==> config.mk <==
export PLATFORM = sky130hd
export DESIGN_NAME = page_commit_ctrl
export DESIGN_NICKNAME = d
export VERILOG_FILES = /design/src/rtl/pcc_pkg.sv /design/src/rtl/pcc_page_buffer.sv /design/src/rtl/pcc_commit_timer.sv /design/src/rtl/page_commit_ctrl.sv
export SDC_FILE = /design/constraint.sdc
export NUM_CORES = 1
export LEC_CHECK = 0
export ABC_AREA = 1
export ABC_CLOCK_PERIOD_IN_PS = 2400
export BUFFER_PORTS_ARGS = -buffer_cell sky130_fd_sc_hd__buf_2
export CORE_UTILIZATION = 35
export DETAILED_ROUTE_END_ITERATION = 8
export PLACE_DENSITY = 0.62
export RECOVER_POWER = 25
export SYNTH_ARGS = -nofsm -noshare
export SYNTH_HDL_FRONTEND = slang
export SYNTH_HIERARCHICAL = 1
export SYNTH_SLANG_ARGS = --single-unit
==> constraint.sdc <==
create_clock -name clk -period 2.4 [get_ports clk]
set_input_delay 0.12 -clock clk [delete_from_list [all_inputs] [get_ports clk]]
set_output_delay 0.12 -clock clk [all_outputs]
set_load 0.005 [all_outputs]
==> src/rtl/pcc_pkg.sv <==
package pcc_pkg;
   typedef enum logic [1:0] {
      PC_IDLE   = 2'd0,
      PC_FILL   = 2'd1,
      PC_COMMIT = 2'd2
   } pc_state_e;
endpackage

==> src/rtl/pcc_page_buffer.sv <==
module pcc_page_buffer #(
   parameter int SLOTS  = 16,
   parameter int DATA_W = 8,
   parameter int IDX_W  = $clog2(SLOTS)
) (
   input  logic              clk,
   input  logic              rst_n,
   input  logic              open_i,
   input  logic [IDX_W-1:0]  open_ptr_i,
   input  logic              push_i,
   input  logic [DATA_W-1:0] push_data_i,
   input  logic [IDX_W-1:0]  rd_idx_i,
   output logic [DATA_W-1:0] rd_data_o,
   output logic              rd_valid_o,
   output logic              any_valid_o
);
   logic [IDX_W-1:0]  wr_ptr_q;
   logic [DATA_W-1:0] slot_data_q [SLOTS];
   logic [SLOTS-1:0]  slot_vld_q;

   always_ff @(posedge clk or negedge rst_n) begin
      if (!rst_n)
         wr_ptr_q <= '0;
      else if (open_i)
         wr_ptr_q <= open_ptr_i;
      else if (push_i)
         wr_ptr_q <= wr_ptr_q + 1'b1;
   end

   for (genvar g = 0; g < SLOTS; g++) begin : g_slot
      always_ff @(posedge clk or negedge rst_n) begin
         if (!rst_n) begin
            slot_vld_q[g]  <= 1'b0;
            slot_data_q[g] <= '0;
         end else if (open_i) begin
            slot_vld_q[g]  <= 1'b0;
         end else if (push_i && (wr_ptr_q == IDX_W'(g))) begin
            slot_vld_q[g]  <= 1'b1;
            slot_data_q[g] <= push_data_i;
         end
      end
   end

   assign rd_data_o   = slot_data_q[rd_idx_i];
   assign rd_valid_o  = slot_vld_q[rd_idx_i];
   assign any_valid_o = |slot_vld_q;
endmodule

==> src/rtl/pcc_commit_timer.sv <==
module pcc_commit_timer #(
   parameter int CYCLES = 64,
   parameter int CNT_W  = $clog2(CYCLES)
) (
   input  logic             clk,
   input  logic             rst_n,
   input  logic             run_i,
   output logic [CNT_W-1:0] cnt_o,
   output logic             last_o
);
   localparam logic [CNT_W-1:0] LAST_VAL = CNT_W'(CYCLES - 1);

   logic [CNT_W-1:0] cnt_q;

   always_ff @(posedge clk or negedge rst_n) begin
      if (!rst_n)
         cnt_q <= '0;
      else if (!run_i || (cnt_q == LAST_VAL))
         cnt_q <= '0;
      else
         cnt_q <= cnt_q + 1'b1;
   end

   assign cnt_o  = cnt_q;
   assign last_o = run_i && (cnt_q == LAST_VAL);


   cnt_range_chk: assert property (@(posedge clk) disable iff (!rst_n)
      run_i |-> (cnt_q <= LAST_VAL));


   cnt_fresh_chk: assert property (@(posedge clk) disable iff (!rst_n)
      (run_i && !$past(run_i)) |-> (cnt_q == '0));
endmodule

==> src/rtl/page_commit_ctrl.sv <==
module page_commit_ctrl #(
   parameter int                ADDR_W       = 8,
   parameter int                DATA_W       = 8,
   parameter int                PAGE_BYTES   = 16,
   parameter int                WR_CYCLES    = 64,
   parameter bit                ABORT_POISON = 1'b1,
   parameter logic [DATA_W-1:0] POISON       = DATA_W'('h5A)
) (
   input  logic              clk,
   input  logic              rst_n,
   input  logic              wr_begin_i,
   input  logic [ADDR_W-1:0] wr_addr_i,
   input  logic              byte_vld_i,
   input  logic [DATA_W-1:0] byte_data_i,
   input  logic              stop_i,
   input  logic              start_i,
   input  logic              abort_i,
   input  logic              supply_low_i,
   output logic              arr_we_o,
   output logic [ADDR_W-1:0] arr_addr_o,
   output logic [DATA_W-1:0] arr_wdata_o,
   output logic              busy_o,
   output logic              done_o
);
   import pcc_pkg::*;

   localparam int IDX_W = $clog2(PAGE_BYTES);
   localparam int HI_W  = ADDR_W - IDX_W;
   localparam int CNT_W = $clog2(WR_CYCLES);

   if (PAGE_BYTES != (1 << IDX_W)) begin : g_bad_page
      $error("PAGE_BYTES must be a power of two");
   end
   if (WR_CYCLES <= PAGE_BYTES) begin : g_bad_time
      $error("WR_CYCLES must exceed PAGE_BYTES");
   end
   if (HI_W < 1) begin : g_bad_addr
      $error("ADDR_W must exceed the in-page index width");
   end

   pc_state_e         state_q, state_d;
   logic [HI_W-1:0]   page_q;
   logic              done_q;
   logic              open_s, push_s;
   logic [CNT_W-1:0]  cnt_s;
   logic              last_s;
   logic [IDX_W-1:0]  rd_idx_s;
   logic [DATA_W-1:0] rd_data_s;
   logic              rd_valid_s, any_valid_s;
   logic              committing_s, in_copy_s;

   pcc_page_buffer #(.SLOTS(PAGE_BYTES), .DATA_W(DATA_W), .IDX_W(IDX_W)) u_buf (
      .clk         (clk),
      .rst_n       (rst_n),
      .open_i      (open_s),
      .open_ptr_i  (wr_addr_i[IDX_W-1:0]),
      .push_i      (push_s),
      .push_data_i (byte_data_i),
      .rd_idx_i    (rd_idx_s),
      .rd_data_o   (rd_data_s),
      .rd_valid_o  (rd_valid_s),
      .any_valid_o (any_valid_s)
   );

   pcc_commit_timer #(.CYCLES(WR_CYCLES), .CNT_W(CNT_W)) u_tmr (
      .clk    (clk),
      .rst_n  (rst_n),
      .run_i  (committing_s),
      .cnt_o  (cnt_s),
      .last_o (last_s)
   );

   always_comb begin
      state_d = state_q;
      open_s  = 1'b0;
      push_s  = 1'b0;
      unique case (state_q)
         PC_IDLE: begin
            if (wr_begin_i) begin
               open_s  = 1'b1;
               state_d = PC_FILL;
            end
         end
         PC_FILL: begin
            if (start_i)
               state_d = PC_IDLE;
            else if (stop_i)
               state_d = (any_valid_s && !supply_low_i) ? PC_COMMIT : PC_IDLE;
            else if (wr_begin_i)
               open_s = 1'b1;
            else if (byte_vld_i)
               push_s = 1'b1;
         end
         PC_COMMIT: begin
            if (abort_i || last_s)
               state_d = PC_IDLE;
         end
         default: state_d = PC_IDLE;
      endcase
   end

   always_ff @(posedge clk or negedge rst_n) begin
      if (!rst_n) begin
         state_q <= PC_IDLE;
         page_q  <= '0;
         done_q  <= 1'b0;
      end else begin
         state_q <= state_d;
         done_q  <= committing_s && last_s && !abort_i;
         if (open_s)
            page_q <= wr_addr_i[ADDR_W-1:IDX_W];
      end
   end

   assign committing_s = (state_q == PC_COMMIT);
   assign in_copy_s    = committing_s && (int'(cnt_s) < PAGE_BYTES);
   assign rd_idx_s     = cnt_s[IDX_W-1:0];
   assign arr_addr_o   = {page_q, rd_idx_s};
   assign busy_o       = committing_s;
   assign done_o       = done_q;

   if (ABORT_POISON) begin : g_poison
      assign arr_we_o    = in_copy_s && rd_valid_s;
      assign arr_wdata_o = abort_i ? POISON : rd_data_s;
   end else begin : g_drop
      assign arr_we_o    = in_copy_s && rd_valid_s && !abort_i;
      assign arr_wdata_o = rd_data_s;
   end


   we_in_busy_chk: assert property (@(posedge clk) disable iff (!rst_n)
      arr_we_o |-> busy_o);


   done_single_chk: assert property (@(posedge clk) disable iff (!rst_n)
      done_o |=> !done_o);


   done_after_busy_chk: assert property (@(posedge clk) disable iff (!rst_n)
      done_o |-> (!busy_o && $past(busy_o)));


   abort_drop_chk: assert property (@(posedge clk) disable iff (!rst_n)
      (busy_o && abort_i) |=> (!busy_o && !done_o));


   low_supply_chk: assert property (@(posedge clk) disable iff (!rst_n)
      (state_q == PC_FILL && stop_i && supply_low_i) |=> !busy_o);


   empty_stop_chk: assert property (@(posedge clk) disable iff (!rst_n)
      (state_q == PC_FILL && stop_i && !any_valid_s) |=> !busy_o);


   busy_entry_chk: assert property (@(posedge clk) disable iff (!rst_n)
      $rose(busy_o) |-> $past(stop_i));
endmodule

==> results.sh <==
export IMPL_vias_per_cell=4.84
export IMPL_slew_headroom_pct=21.1
export IMPL_worstHoldStart="stop_i"
export IMPL_seq_area_um2=4030
export IMPL_syn_num_nets=1080
export IMPL_crit_fanout=20
export IMPL_grt_pass1_wl_um=35200
export IMPL_yosys_warnings=6
export IMPL_post_drt_wl_per_cell_um=15.5
export IMPL_outcome="finished with violations"
export IMPL_io_buffers=42
export IMPL_cts_tree="yes"
export IMPL_cap_violations=0
export IMPL_n_antenna_cell=0
export IMPL_p_int_mw=4.64
export IMPL_slew_viol_final=0
export IMPL_die_area_um2=23400
export IMPL_final_fill_count=2235
export IMPL_syn_to_final_growth_pct=15.4
export IMPL_fmax_mhz=445
export IMPL_tns_ns=0
export IMPL_setup_slack_ns=0.154
export IMPL_ir_worst_vdd_mv=0.447
export IMPL_dr_pass1_iters=7
export IMPL_row_count=54
export IMPL_arrival_ns=2.13
export IMPL_clock_skew_final_ns=0.00910
export IMPL_synth_cells=1051
export IMPL_startpoint="u_tmr/cnt_o[0]"
export IMPL_drive_gt1_share_pct=11.3
export IMPL_synth_seq_cells=161
export IMPL_root_buffer="clkbuf_16"
export IMPL_initial_core_util_pct=36.0
export IMPL_ios=43
export IMPL_drtIter0Drc=481
export IMPL_ant_nets=0
export IMPL_post_place_ws_ns=0.407
export IMPL_synth_top_area_share_pct=50.6
export IMPL_seqPwrFrac_pct=47.2
export IMPL_endpoint_kind="output pin"
export IMPL_vias=6685
export IMPL_critical_path_class="flop to output pin"
export IMPL_htree_levels=4
export IMPL_combPwrFrac_pct=9.1
export IMPL_worst_ep_required_time_ns=2.28
export IMPL_start_kind="flop"
export IMPL_fin_crit_ns=2.25
export IMPL_drt_wl_total_um=21400
export IMPL_power_density_nw_per_um2=683
export IMPL_final_common_cell="nand2_1"
export IMPL_dp_hpwl_um=13700
export IMPL_grt_ovfl_total=0
export IMPL_die_x_um=153
export IMPL_grt_max_degree=48
export IMPL_crit_chain="inv_4, buf_8, nand2_1, nand3_1, nand3_1, nand3_1, nand2_1, or2_2, buf_2"
export IMPL_numCtsBuffers=17
export IMPL_crit_slowest_cell="dfrtp_2"
export IMPL_syn_area_um2=7960
export IMPL_nets=1117
export IMPL_worstMarginPinSlew_ns=1.18
export IMPL_rsz0062_at_grt="no"
export IMPL_clock_latency_ns=0.43
export IMPL_netSwitchingPower_mw=1.63
export IMPL_yosysUniqueCellTypes=32
export IMPL_setup_viol=0
export IMPL_clk_pin_slew_worst_paths_ns=0.07
export IMPL_grt_pass1_vias=6631
export IMPL_cpPeakStageDelay_ns=0.45
export IMPL_synth_seq_area_share_pct=50.6
export IMPL_final_hold_viol_count=0
export IMPL_crit_top_cell="nand3_1"
export IMPL_multi_input_area_um2=3120
export IMPL_syn_area_per_cell_um2=7.57
export IMPL_ys_top_cells_by_area="dfrtp_1 51%, nand2_1 17%, nand3_1 7.3%, o21ai_0 7.2%, inv_1 6.6%"
export IMPL_drc_errors=4
export IMPL_rr_startpoint="state_q[1]"
export IMPL_clkPwrFrac_pct=43.7
export IMPL_swShare_pct=26.0
export IMPL_gp_congestion=0.882
export IMPL_mostFrequentLayoutCells="358 x nand2_1, 160 x dfrtp_1, 139 x inv_1"
export IMPL_clock_sinks=161
export IMPL_core_um2=22100
export IMPL_antenna_found_initial=0
export IMPL_cellLeakagePower_nw=4.47
export IMPL_die_h_um=153
export IMPL_holdCritPathClass="input pin to flop"
export IMPL_track_usage_pct=19.4
export IMPL_cts_buffer_depth=2
export IMPL_violations="design-rule violations"
export IMPL_synth_top_area_cell="dfrtp_1"
export IMPL_timing_final_crit_share_pct=93.6
## critical path, delay by kind of cell, from the launching register on
kind / cells / cell delay, ns
buffers and inverters: 3 / 0.50
DFF: 1 / 0.45
and+or+nand+nor: 6 / 0.74
## Yosys cell counts
| master | number |
|---|---|
| xor2_1 | 2 |
| nand3_2 | 2 |
| buf_6 | 2 |
| or2_2 | 4 |
| nand2_2 | 4 |
| dfrtp_1 | 161 |
| clkbuf_2 | 7 |
| nor3_1 | 1 |
| o21ai_0 | 115 |
| nand2_4 | 3 |
| nand4_1 | 5 |
| buf_4 | 3 |
| xnor2_1 | 1 |
| clkinv_1 | 3 |
| inv_2 | 4 |
| o211ai_1 | 2 |
| nand3_1 | 116 |
| o21ai_2 | 8 |
| inv_1 | 139 |
| nor3_4 | 1 |
| nor4_1 | 3 |
| nor2_1 | 27 |
| a21oi_1 | 2 |
| buf_1 | 5 |
| o21bai_2 | 1 |
| nand3_4 | 1 |
| buf_2 | 10 |
| a22oi_1 | 1 |
| clkbuf_1 | 30 |
| nand2_1 | 358 |
| o21ai_1 | 25 |
| ha_1 | 5 |
## per-layer routing
metal | up-vias | global-route usage [%] | wire, um
met1 | 3139 | 25.5 | 10100
met4 | 0 | 8.13 | 639
met3 | 34 | 4.14 | 925
met2 | 157 | 31.0 | 9810
met5 | - | 0 | 0
li1 | 3355 | - | -
## final timing paths
kind	endpoint	slack (ns)	cells after the start
max	arr_wdata_o[1]	0.15	9
min	state_q[0]	0.03	4
max reg2reg	u_buf/slot_data_q[72]	0.36	7
min reg2reg	page_q[1]	0.48	2
max in group asynchronous	u_tmr/cnt_o[0]	0.73	3
min in group asynchronous	u_buf/slot_vld_q[8]	0.14	2
## cell type report
class                      instances  share of cell area (%)
clock buffer                      18                    4.78
sequential                       161                    43.9
clock inverter                    14                    1.70
multi-input combinational        687                    34.0
timing repair buffer              75                    5.80
inverter                         146                    6.01
tap                              280                    3.82
## registers in the layout, indices dropped and copies added (netlist names)
signal	cells
u_buf/slot_data_q	128
u_buf/slot_vld_q	16
u_tmr/cnt_o	6
page_q	4
u_buf/wr_ptr_q	4
state_q	2
done_o	1
## power by group through the flow
stage	combinational (mW)	sequential, mW	clock [mW]
detailed placement	0.563	3.00	0
CTS	0.582	2.96	2.80
finish	0.572	2.96	2.74
global route	0.669	2.98	2.91
global placement	0.555	3.00	0
floorplan	0.381	2.97	0
## cell families after synthesis
family | share of synthesized area, %
fa+ha+maj | 0.786
compound gates | 10.2
xor+xnor | 0.330
simple gates | 27.9
buf+inv | 10.2
flops | 50.6
## what timing repair did
action	CTS	global route
gates cloned	0	1
setup buffers	0	0
hold endpoints to repair	103	0
hold buffers	12	0
gates resized for setup	1	6
setup endpoints to repair	1	8
pin swaps	0	0
## through the flow
step | utilization [%] | total power, mW | std cells | instance area [um2] | hold WS [ns]
finish | 41.6 | 6.27 | 1381 | 9180 | 0.0316
global route | 41.6 | 6.55 | 1381 | 9180 | 0.0547
CTS | 41.5 | 6.34 | 1380 | 9160 | 0.0174
detailed placement | 38.2 | 3.57 | 1336 | 8440 | 0.0302
global placement | 38.2 | 3.56 | 1336 | 8440 | 0.0330
floorplan | - | 3.36 | 1051 | 7960 | -0.176
No activity file was read; power rests on OpenSTA's default activity.
